===== config.mk =====
export PLATFORM = sky130hd
export DESIGN_NAME = pulse_meter
export DESIGN_NICKNAME = d
export VERILOG_FILES = /design/src/rtl/pm_pkg.sv /design/src/rtl/pm_edge_det.sv /design/src/rtl/pm_tick_mux.sv /design/src/rtl/pm_counter.sv /design/src/rtl/pulse_meter.sv
export SDC_FILE = /design/constraint.sdc
export NUM_CORES = 1
export LEC_CHECK = 0
export ABC_CLOCK_PERIOD_IN_PS = 1790
export BUFFER_PORTS_ARGS = -buffer_cell sky130_fd_sc_hd__buf_2
export CAP_MARGIN = 15
export CORE_UTILIZATION = 49
export CTS_BUF_LIST = sky130_fd_sc_hd__clkbuf_8
export DETAILED_ROUTE_END_ITERATION = 10
export PLACE_DENSITY = 0.82
export SLEW_MARGIN = 10
export SYNTH_ARGS = -nofsm -noshare
export SYNTH_HDL_FRONTEND = slang
export SYNTH_SLANG_ARGS = --single-unit

===== constraint.sdc =====
create_clock -name clk -period 1.79 [get_ports clk]
set_clock_uncertainty 0.1 [all_clocks]
set_input_delay 0.179 -clock clk [delete_from_list [all_inputs] [get_ports clk]]
set_output_delay 0.179 -clock clk [all_outputs]
set_load 0.01 [all_outputs]

===== src/rtl/pm_pkg.sv =====
package pm_pkg;

    localparam logic [1:0] OP_MEAS = 2'b10;

    typedef enum logic [1:0] {
        PAIR_FALL = 2'b00,
        PAIR_RISE = 2'b01,
        PAIR_BOTH = 2'b10,
        PAIR_NONE = 2'b11
    } pair_e;

    typedef struct packed {
        logic [1:0] src;
        pair_e      pair;
        logic [1:0] op;
    } mode_t;

    function automatic logic edge_hit(input pair_e pair, input logic rise, input logic fall);
        case (pair)
            PAIR_FALL: edge_hit = fall;
            PAIR_RISE: edge_hit = rise;
            PAIR_BOTH: edge_hit = rise | fall;
            default:   edge_hit = 1'b0;
        endcase
    endfunction

endpackage


===== src/rtl/pm_edge_det.sv =====
module pm_edge_det #(
    parameter int STAGES = 2
) (
    input  logic clk,
    input  logic rst,
    input  logic pin,
    output logic rise,
    output logic fall
);
    logic [STAGES-1:0] chain;
    logic              last;

    always_ff @(posedge clk) begin
        if (rst) begin
            chain <= '0;
            last  <= 1'b0;
        end else begin
            chain <= {chain[STAGES-2:0], pin};
            last  <= chain[STAGES-1];
        end
    end

    assign rise = chain[STAGES-1] & ~last;
    assign fall = ~chain[STAGES-1] & last;
endmodule


===== src/rtl/pm_tick_mux.sv =====
module pm_tick_mux #(
    parameter int N_SRC = 4,
    localparam int SEL_W = $clog2(N_SRC)
) (
    input  logic [N_SRC-1:0] strobes,
    input  logic [SEL_W-1:0] sel,
    output logic             tick
);
    assign tick = strobes[sel];
endmodule


===== src/rtl/pm_counter.sv =====
module pm_counter #(
    parameter int CNT_W = 16
) (
    input  logic             clk,
    input  logic             rst,
    input  logic             en,
    input  logic             tick,
    input  logic             restart,
    output logic [CNT_W-1:0] cnt,
    output logic             wrap
);
    always_ff @(posedge clk) begin
        if (rst || !en || restart)
            cnt <= '0;
        else if (tick)
            cnt <= cnt + 1'b1;
    end

    assign wrap = en && !restart && tick && (cnt == {CNT_W{1'b1}});
endmodule


===== src/rtl/pulse_meter.sv =====
module pulse_meter
    import pm_pkg::*;
#(
    parameter int CNT_W       = 16,
    parameter int SYNC_STAGES = 2
) (
    input  logic             clk,
    input  logic             rst,
    input  logic             cfg_we,
    input  logic [7:0]       cfg_wdata,
    output logic [7:0]       cfg_rdata,
    input  logic             run,
    input  logic             tick_base,
    input  logic             tick_div8,
    input  logic             tick_div32,
    input  logic             tick_aux32,
    input  logic             pin_in,
    output logic [CNT_W-1:0] cap_value,
    output logic             cap_event
);
    mode_t            mode;
    logic             ovf, ovf_armed, primed;
    logic             rise, fall, tick_sel, wrap, meas_on, hit;
    logic [CNT_W-1:0] cnt;

    always_ff @(posedge clk) begin
        if (rst) begin
            mode <= '{src: 2'b00, pair: PAIR_FALL, op: 2'b00};
        end else if (cfg_we) begin
            mode.src  <= cfg_wdata[7:6];
            mode.pair <= pair_e'(cfg_wdata[3:2]);
            mode.op   <= cfg_wdata[1:0];
        end
    end

    assign cfg_rdata = {mode.src, ovf, 1'b0, mode.pair, mode.op};

    pm_edge_det #(.STAGES(SYNC_STAGES)) i_edge (
        .clk(clk), .rst(rst), .pin(pin_in), .rise(rise), .fall(fall)
    );

    pm_tick_mux #(.N_SRC(4)) i_tick (
        .strobes({tick_aux32, tick_div32, tick_div8, tick_base}),
        .sel(mode.src), .tick(tick_sel)
    );

    assign meas_on = run && (mode.op == OP_MEAS);
    assign hit     = meas_on && edge_hit(mode.pair, rise, fall);

    pm_counter #(.CNT_W(CNT_W)) i_cnt (
        .clk(clk), .rst(rst), .en(meas_on), .tick(tick_sel),
        .restart(hit), .cnt(cnt), .wrap(wrap)
    );

    // First qualifying edge after enable only arms the capture path.
    always_ff @(posedge clk) begin
        if (rst || !meas_on) primed <= 1'b0;
        else if (hit)        primed <= 1'b1;
    end

    always_ff @(posedge clk) begin
        if (rst) begin
            cap_value <= '0;
            cap_event <= 1'b0;
        end else begin
            cap_event <= hit && primed;
            if (hit && primed) cap_value <= cnt;
        end
    end

    // Overflow: set by wrap; a write clears it only after a later tick.
    always_ff @(posedge clk) begin
        if (rst) begin
            ovf       <= 1'b0;
            ovf_armed <= 1'b0;
        end else if (wrap) begin
            ovf       <= 1'b1;
            ovf_armed <= 1'b0;
        end else begin
            if (tick_sel && ovf) ovf_armed <= 1'b1;
            if (cfg_we && run && ovf && ovf_armed) ovf <= 1'b0;
        end
    end

    p_cap_needs_run_r8: assert property (@(posedge clk) disable iff (rst)
        cap_event |-> ($past(run) && $past(mode.op) == OP_MEAS));

    p_reserved_pair_r9: assert property (@(posedge clk) disable iff (rst)
        cap_event |-> ($past(mode.pair) != PAIR_NONE));

    p_restart_zero_r3: assert property (@(posedge clk) disable iff (rst)
        cap_event |-> (cnt == '0));

    p_cap_hold_r6: assert property (@(posedge clk) disable iff (rst)
        !cap_event |-> $stable(cap_value));

    p_ovf_set_r11: assert property (@(posedge clk) disable iff (rst)
        $rose(ovf) |-> $past(tick_sel));

    p_ovf_clear_r12: assert property (@(posedge clk) disable iff (rst)
        $fell(ovf) |-> ($past(cfg_we) && $past(run)));
endmodule


==> metrics.txt <==
outcome=completed; asr flop ratio synth=0%; Placer Congestion=0.735; # Post-CTS Setup Buffers=0; WP data required=about 1.9 ns; critical path's slowest cell=or4_4; vias in the first global route=around 1.4k; die height=62.7 um; nets@finish=~250; DR DRC count=0; total grt overflow=0; first-pass GRT wire length=between 5000 and 6000 um; layout cells sized above 1=a little under a third; Post-Syn Nets=around 210; final core utilization=roughly 67%; Pwr Density=around 770 mW/mm2; WL/cell=13.4 um; FMAX=approximately 570 MHz; Routed Antenna Nets=0; drt pass-1 iters=5; Worst-path clk slew=approximately 0.08 ns; crit end category=flop; CTS Root Cell=clkbuf_8; Lkg Pwr=1.08 nW; endpoints failing hold=0; CTS buffer count=5; CP Data Arrival Time=around 1.9 ns; Post-Synthesis Cell Area=0.00180 mm2; sequential-to-total area share from yosys stat=49.9%; top cell family by delay on the critical path=simple AND/OR/NAND/NOR gates; Final Cycle Share=a little over nine tenths; initial antenna violation count=0; Synth Register Bits=45; Worst VDD drop=roughly 0.00056 V; total track usage=approximately 20%; ant diodes=0; max-cap violations=0; Core Footprint=about 0.0034 mm2; setup TNS=0 ns; DRT iter0 DRCs=90; WP buf/inv=0; CP max FO=4; synth unique cells=32; # setup viols final=0; CTS tree=yes; Synth Instances=around 190; number of flops mapped to enable cells by yosys=0; cells along the critical path=nand4_1 > or2_1 > or4_4 > and2_1; clock sink total=45; Post-DP HPWL=between 2000 and 2500 um; WS Path Type=reg -> reg; Initial Util=a little over half; Die Width=62.7 um; Avg Cell Area, Syn=9.65 um2; DR vias=1442; min cycle time layout=about 1.8 ns; dominant synthesized flop cell=dfxtp_1; HP Class=in -> reg; latest clock arrival within the worst-skew pair=around 0.30 ns; full die area=roughly 0.0039 mm2; R2R setup slack=between 0.03 and 0.04 ns; Cells after DPL=269; synthesis warning total=0; vias per cell=5.15; placed cell areas=~0.0021 mm2; H-tree depth=2; Post-Layout Cell Count=between 200 and 300; I/O pins=between 40 and 50; Critical Path Max Stage Delay=between 0.5 and 0.6 ns; buffers added on ports=38; post-route cell area=~0.0023 mm2; Area growth syn-to-layout=27.1%; largest net degree at the start of global routing=29; fin. max-slew vios=0; num rows=21; CTS Buffer Depth=2; Worst setup SP type=flop; final wirelength=between 3000 and 4000 um
## routing by layer
metal | GRT usage [%] | routed length [um] | vias to the layer above
met5 | 0 | 0 | -
met4 | 8.43 | 85 | 0
met3 | 6.02 | 151 | 10
met2 | 33.7 | 1740 | 37
met1 | 22.3 | 1760 | 669
li1 | - | - | 726
## path summary, 6_finish.rpt
kind | cells past startpoint | start | end
worst min register to register | 1 | i_edge.chain[0] | i_edge.chain[1]
worst max register to register | 4 | i_cnt.cnt[13] | ovf_armed
worst max-delay path | 4 | i_cnt.cnt[13] | ovf_armed
worst min-delay path | 3 | cfg_wdata[3] | cfg_rdata[3]
## worst reg2reg max path, delay by kind of cell (launching register included)
family / cells / cell delay, ns
and+or+nand+nor: 4 / 1.17
DFF: 1 / 0.38
## cells in the final DEF, fill, tap and decap left out, types with 2 or more instances in the layout
cell       Yosys  layout
a21oi_1       10       8
a21oi_2        0       2
and2_1         2       2
and3_1         3       3
buf_12         0       2
buf_2          3      38
buf_4          3       7
clkbuf_16      0       2
clkbuf_8       0       6
dfxtp_1       45      39
dfxtp_2        0       6
ha_1           3       2
inv_1          5       4
mux2i_1       24      23
nand2_1        4       4
nand3_1        6       6
nand4_1        4       4
nand4b_1       2       2
nor2_1        34      34
nor2b_1        2       2
o21a_1         2       2
o21ai_0        6       6
or3_1          6       6
xnor2_1        2       2
xor2_1         6       6
## flip-flops by register name (all words and copies together), names as in the netlist
signal / count
cap_value: 16
i_cnt.cnt: 16
cfg_rdata: 6
i_edge.chain: 2
cap_event: 1
i_edge.last: 1
ovf: 1
ovf_armed: 1
primed: 1
## power breakdown
| part | switching [W] | internal [W] | total [W] |
|---|---|---|---|
| logic | 0.0000531 | 0.0000470 | 0.000100 |
| registers | 0.0000107 | 0.00101 | 0.00102 |
| clock network | 0.000331 | 0.000313 | 0.000644 |
## Yosys cell counts (all sizes together), types with 2 or more instances
library cell   n  share of area, %
nand4b         2              0.97
buf            8               2.5
dfxtp         45                50
nand3          6               1.7
o21ai          6               1.7
or3            6               2.1
nor2          34               7.1
clkbuf         3              0.62
nand4          5               2.1
xnor2          2              0.97
and3           3               1.0
mux2i         24                13
nand2          4              0.83
ha             3               2.1
inv            5               1.0
and2           2              0.69
o21a           2              0.83
xor2           6               2.9
a21oi         10               2.8
nor2b          2              0.69
## cells by family (layout without fill, tap and decap cells)
group                    after synthesis  after routing  share of synthesized area (%)
AO/OA/AOI/OAI                         20             20                           6.17
XOR/XNOR                               8              8                           3.88
adder cells (fa/ha/maj)                3              3                           2.08
buffers and inverters                 16             63                           4.16
flip-flops                            45             45                           49.9
multiplexers                          25             25                           14.6
other                                  1              1                          0.208
AND/OR/NAND/NOR                       69             69                           19.0
## metrics by stage
step	setup WS (ns)	hold slack, ns	power, W
3_3_place_gp	0.0538	0.289	0.00113
2_1_floorplan	0.00219	0.207	0.00110
4_1_cts	0.00444	0.0172	0.00177
5_1_grt	-0.0156	0.0435	0.00184
3_5_place_dp	0.0180	0.297	0.00114
6_report	0.0384	0.0235	0.00177
## area by class of cell
type | count | area, um2
clock buffer | 6 | 82.6
clock inverter | 2 | 13.8
fill | 280 | 1150
inverter | 5 | 18.8
multi-input combinational | 126 | 870
sequential | 45 | 908
tap | 46 | 57.6
timing repair buffer | 50 | 343
## what timing repair did
| item | CTS | global route |
|---|---|---|
| gates resized for setup | 0 | 14 |
| setup endpoints to repair | 0 | 18 |
| hold endpoints to repair | 1 | 0 |
| hold buffers | 1 | 0 |
Note: power is estimated with default switching activity, not from simulation.
